$ cat config.mk
export PLATFORM = sky130hd
export DESIGN_NAME = serial_byte_tx
export DESIGN_NICKNAME = d
export VERILOG_FILES = /design/src/rtl/sbt_pkg.sv /design/src/rtl/sbt_tick_gen.sv /design/src/rtl/sbt_framer.sv /design/src/rtl/serial_byte_tx.sv
export SDC_FILE = /design/constraint.sdc
export NUM_CORES = 1
export LEC_CHECK = 0
export CAP_MARGIN = 0
export CORE_MARGIN = 2
export CORE_UTILIZATION = 38
export CTS_CLUSTER_DIAMETER = 60
export DETAILED_ROUTE_END_ITERATION = 12
export GPL_ROUTABILITY_DRIVEN = 0
export SETUP_SLACK_MARGIN = 0.5
export SYNTH_ARGS = -nofsm -noshare
export SYNTH_HDL_FRONTEND = slang
export SYNTH_SLANG_ARGS = --single-unit
$ cat constraint.sdc
create_clock -name clk -period 2 [get_ports clk]
set_input_delay 0.3 -clock clk [delete_from_list [all_inputs] [get_ports clk]]
set_output_delay 0.3 -clock clk [all_outputs]
set_load 0.01 [all_outputs]
$ cat src/rtl/sbt_pkg.sv
package sbt_pkg;

  typedef enum logic [2:0] {
    PH_IDLE,
    PH_ARM,
    PH_START,
    PH_DATA,
    PH_STOP
  } phase_t;

  // Last count value of the divider before it wraps.
  function automatic int unsigned tick_wrap(input int unsigned base_log2,
                                            input logic [1:0] sel);
    return (32'd1 << (base_log2 + int'(sel))) - 32'd1;
  endfunction

  // Number of bit periods in one frame.
  function automatic int unsigned frame_bits(input int unsigned data_w,
                                             input int unsigned stops);
    return 1 + data_w + stops;
  endfunction

endpackage

$ cat src/rtl/sbt_tick_gen.sv
module sbt_tick_gen #(
  parameter int unsigned BASE_LOG2 = 6
) (
  input  logic       clk,
  input  logic       rst_n,
  input  logic [1:0] sel,
  output logic       tick
);
  import sbt_pkg::*;

  localparam int unsigned CW = BASE_LOG2 + 3;

  logic [CW-1:0] count_q;
  logic [CW-1:0] wrap_at;
  logic          at_wrap;

  assign wrap_at = CW'(tick_wrap(BASE_LOG2, sel));
  // Use >= so that a smaller period selected mid-count still wraps at once.
  assign at_wrap = (count_q >= wrap_at);

  always_ff @(posedge clk or negedge rst_n) begin
    if (!rst_n) begin
      count_q <= '0;
      tick    <= 1'b0;
    end else if (at_wrap) begin
      count_q <= '0;
      tick    <= 1'b1;
    end else begin
      count_q <= count_q + 1'b1;
      tick    <= 1'b0;
    end
  end

endmodule

$ cat src/rtl/sbt_framer.sv
module sbt_framer #(
  parameter int unsigned DATA_W    = 8,
  parameter int unsigned STOP_BITS = 2
) (
  input  logic              clk,
  input  logic              rst_n,
  input  logic              tick,
  input  logic              offer,
  input  logic [DATA_W-1:0] byte_in,
  output logic              ready,
  output logic              accept,
  output logic              frame_done,
  output logic              line
);
  import sbt_pkg::*;

  localparam int unsigned IDX_W  = (DATA_W > 1) ? $clog2(DATA_W) : 1;
  localparam int unsigned STOP_W = (STOP_BITS > 1) ? $clog2(STOP_BITS) : 1;
  localparam logic [IDX_W-1:0]  LAST_BIT  = IDX_W'(DATA_W - 1);
  localparam logic [STOP_W-1:0] LAST_STOP = STOP_W'(STOP_BITS - 1);

  phase_t              phase_q;
  logic [DATA_W-1:0]   shift_q;
  logic [IDX_W-1:0]    bit_q;
  logic [STOP_W-1:0]   stop_q;
  logic                line_q;

  assign ready      = (phase_q == PH_IDLE);
  assign accept     = offer && ready;
  assign frame_done = tick && (phase_q == PH_STOP) && (stop_q == LAST_STOP);
  assign line       = line_q;

  always_ff @(posedge clk or negedge rst_n) begin
    if (!rst_n) begin
      phase_q <= PH_IDLE;
      shift_q <= '0;
      bit_q   <= '0;
      stop_q  <= '0;
      line_q  <= 1'b1;
    end else begin
      case (phase_q)
        PH_IDLE: begin
          if (accept) begin
            shift_q <= byte_in;
            phase_q <= PH_ARM;
          end
        end
        PH_ARM: begin
          if (tick) begin
            line_q  <= 1'b0;
            phase_q <= PH_START;
          end
        end
        PH_START: begin
          if (tick) begin
            line_q  <= shift_q[0];
            shift_q <= shift_q >> 1;
            bit_q   <= '0;
            phase_q <= PH_DATA;
          end
        end
        PH_DATA: begin
          if (tick) begin
            if (bit_q == LAST_BIT) begin
              line_q  <= 1'b1;
              stop_q  <= '0;
              phase_q <= PH_STOP;
            end else begin
              line_q  <= shift_q[0];
              shift_q <= shift_q >> 1;
              bit_q   <= bit_q + 1'b1;
            end
          end
        end
        PH_STOP: begin
          if (tick) begin
            if (stop_q == LAST_STOP) begin
              phase_q <= PH_IDLE;
            end else begin
              stop_q <= stop_q + 1'b1;
            end
          end
        end
        default: begin
          phase_q <= PH_IDLE;
          line_q  <= 1'b1;
        end
      endcase
    end
  end

endmodule

$ cat src/rtl/serial_byte_tx.sv
module serial_byte_tx #(
  parameter int unsigned BASE_LOG2 = 6,
  parameter int unsigned STOP_BITS = 2
) (
  input  logic       clk,
  input  logic       rst_n,
  input  logic [1:0] baud_sel,
  input  logic       tx_en,
  input  logic [7:0] tx_byte,
  output logic       tx_ready,
  output logic       tx_line
);
  localparam int unsigned DATA_W = 8;

  // Internal events brought out as named nets for the checker.
  logic baud_tick;
  logic byte_accept;
  logic frame_done;

  sbt_tick_gen #(
    .BASE_LOG2(BASE_LOG2)
  ) u_tick (
    .clk  (clk),
    .rst_n(rst_n),
    .sel  (baud_sel),
    .tick (baud_tick)
  );

  sbt_framer #(
    .DATA_W   (DATA_W),
    .STOP_BITS(STOP_BITS)
  ) u_framer (
    .clk       (clk),
    .rst_n     (rst_n),
    .tick      (baud_tick),
    .offer     (tx_en),
    .byte_in   (tx_byte),
    .ready     (tx_ready),
    .accept    (byte_accept),
    .frame_done(frame_done),
    .line      (tx_line)
  );

endmodule

==> flow_metrics.env <==
export IMPL_grt_overflow=0
export IMPL_synth_area_um2=1470
export IMPL_yosys_area_share_simple_pct=17.3
export IMPL_final_setup_viol_count=0
export IMPL_port_buffer_count=14
export IMPL_startpoint_type="register"
export IMPL_cap_violations=0
export IMPL_rsz0062_at_grt="true"
export IMPL_antenna_found_initial=0
export IMPL_drv_slew=0
export IMPL_yosysSeqAreaShare_pct=44.5
export IMPL_clockRootBuffer="clkbuf_8"
export IMPL_grt_pass1_wl_um=5180
export IMPL_fin_skew_ns=0.00850
export IMPL_num_vias=1137
export IMPL_r2r_slack_ns=0.38
export IMPL_hold_viol_final=0
export IMPL_synth_seq_cells=26
export IMPL_die_area_um2=4370
export IMPL_required_ns=2.15
export IMPL_synthXorXnorAreaFrac_pct=4.18
export IMPL_holdBufCountCts=0
export IMPL_n_antenna_cell=0
export IMPL_grt_pass1_vias=1184
export IMPL_drc_errors=0
export IMPL_setup_tns_ns=0
export IMPL_powerDensity_nw_per_um2=1110
export IMPL_path_clk_slew_ns=0.09
export IMPL_worstPathCellList="ha_2 -> ha_4 -> nand2_2 -> nand3_2 -> a21oi_4 -> buf_12 -> mux2_4"
export IMPL_crit_slowest_cell="dfrtp_1"
export IMPL_synth_async_sr_flop_share_pct=100
export IMPL_ys_flop_type="dfrtp_1"
export IMPL_grt_usage_pct=15.2
export IMPL_final_common_cell="dfrtp_1"
export IMPL_fin_ws_ns=0.385
export IMPL_h_tree_depth=1
export IMPL_crit_fanout=8
export IMPL_cts_buffers=3
export IMPL_postSynthAreaPerCell_um2=10.1
export IMPL_clkLatencyLatePin_ns=0.27
export IMPL_first_pass_iters=4
export IMPL_via_per_inst=5.17
export IMPL_area_growth_pct=32.3
export IMPL_synth_edf_count=0
export IMPL_syn_inst=145
export IMPL_outcome="complete, no violations"
export IMPL_muxShareOfSynthArea_pct=9.99
export IMPL_drtAntennaViolNets=0
export IMPL_hpwl_um=1940
export IMPL_clockBufferDepth=2
export IMPL_io_pin_count=15
export IMPL_finalNetCount=196
export IMPL_start_util_pct=39.7
export IMPL_grt_max_degree=27
export IMPL_crit_path_max_incr_delay_ns=0.39
export IMPL_cp_arrival_ns=1.77
export IMPL_cts_sinks=26
export IMPL_cts_tree="yes"
export IMPL_die_x_um=66.1
export IMPL_synth_top_family_by_area="simple AND/OR/NAND/NOR gates"
export IMPL_p_total_mw=2.16
export IMPL_drive_gt1_share_pct=29.1
export IMPL_period_share_pct=80.8
export IMPL_pre_cts_slack_ns=0.0899
export IMPL_crit_type="reg -> reg"
export IMPL_wl_per_cell_um=13.8
export IMPL_fmax_mhz=619
export IMPL_layout_common_cells="24 x dfrtp_1, 15 x nand2_1, 12 x nor2_1"
export IMPL_coreArea_um2=3690
export IMPL_synthAdderAreaFrac_pct=8.54
export IMPL_die_h_um=66.1
export IMPL_peakVddDrop_mv=0.665
export IMPL_synth_cell_type_count=29
export IMPL_rows=22
export IMPL_synth_compound_area_share_pct=12.0
export IMPL_hold_path_class="in -> async"
export IMPL_totalWireLength_um=3030
export IMPL_endpoint_kind="register"
export IMPL_p_leak_nw=0.850
export IMPL_min_period_ns=1.62
export IMPL_ys_warnings_count=0
export IMPL_dr_first_iter_drc_count=44
## cells by family after synthesis
family | Yosys count
compound gates | 27
xor+xnor | 7
fa+ha+maj | 10
buf+inv | 10
flops | 26
mux | 13
other cells | 1
simple gates | 51
## layer usage
layer | vias up | wire (um) | global-route usage [%]
met5 | - | 0 | 0
met4 | 0 | 13 | 2.30
met3 | 2 | 71 | 3.75
met2 | 9 | 1620 | 26.4
met1 | 564 | 1330 | 19.5
li1 | 562 | - | -
## repair_timing
action                     in CTS  in global routing
hold endpoints to repair        0                  0
buffers inserted                4                  4
setup endpoints to repair      20                 22
pin swaps                       2                  5
gates resized for setup        12                 10
gates cloned                    2                  0
## final cells by class
cell class                      count  area [um2]
Fill cell                         355        1750
Clock buffer                        3        41.3
Sequential cell                    26         653
Tap cell                           48        60.1
Inverter                            4        15.0
Multi-Input combinational cell    112         897
Timing Repair Buffer               26         241
Clock inverter                      1        30.0
## power by group
group	total [mW]	internal [mW]	switching [mW]	leakage [nW]
logic	0.800	0.470	0.330	0.485
clock network	0.431	0.268	0.164	0.0357
registers	0.925	0.716	0.209	0.329
## synth_stat cells (2+ instances only)
library cell   n  share of area, %
dfrtp_1       25                43
nand2_1       16               4.1
mux2_2        13                10
nor2_1        12               3.1
ha_1          10               8.5
a21oi_1        8               2.7
o21ai_0        8               2.7
nor3b_1        7               3.6
nand3_1        6               2.0
xnor2_1        6               3.6
buf_2          5               1.7
inv_1          4               1.0
a31oi_1        3               1.3
nand2b_1       3               1.3
nor3_1         3               1.0
a21o_1         2               1.0
a21oi_4        2               2.2
## critical path, delay by kind of cell (launching register included)
kind	cells	cell delay [ns]
DFF	1	0.39
adders and majority gates	2	0.36
buffers and inverters	1	0.15
and+or+nand+nor	2	0.13
AOI/OAI and AO/OA	1	0.16
muxes	1	0.30
## state kept, by name, summed over array words and instances (netlist names)
register / cells
u_tick.count_q: 9
u_framer.phase_q: 3
u_framer.bit_q: 3
u_framer.line: 1
u_framer.shift_q: 8
u_framer.stop_q: 1
u_tick.tick: 1
## final timing paths
check                               startpoint                   to  depth (start not counted)
max in group asynchronous                rst_n        u_framer.line                          2
min in group clk           u_framer.shift_q[2]  u_framer.shift_q[2]                          1
min                                      rst_n    u_framer.bit_q[2]                          2
max                          u_framer.bit_q[1]  u_framer.shift_q[2]                          7
max reg2reg                  u_framer.bit_q[1]  u_framer.shift_q[2]                          7
min reg2reg                u_framer.shift_q[2]  u_framer.shift_q[2]                          1
## metrics by stage
step	cells	cell area, um2	utilization, %	hold slack [ns]
global route	220	1940	52.5	0.409
floorplan	147	1530	-	0.00441
detailed placement	206	1710	46.4	0.499
CTS	216	1880	50.8	0.396
global placement	206	1710	46.4	0.487
finish	220	1940	52.5	0.384
Power figures use the tool's default switching activity.
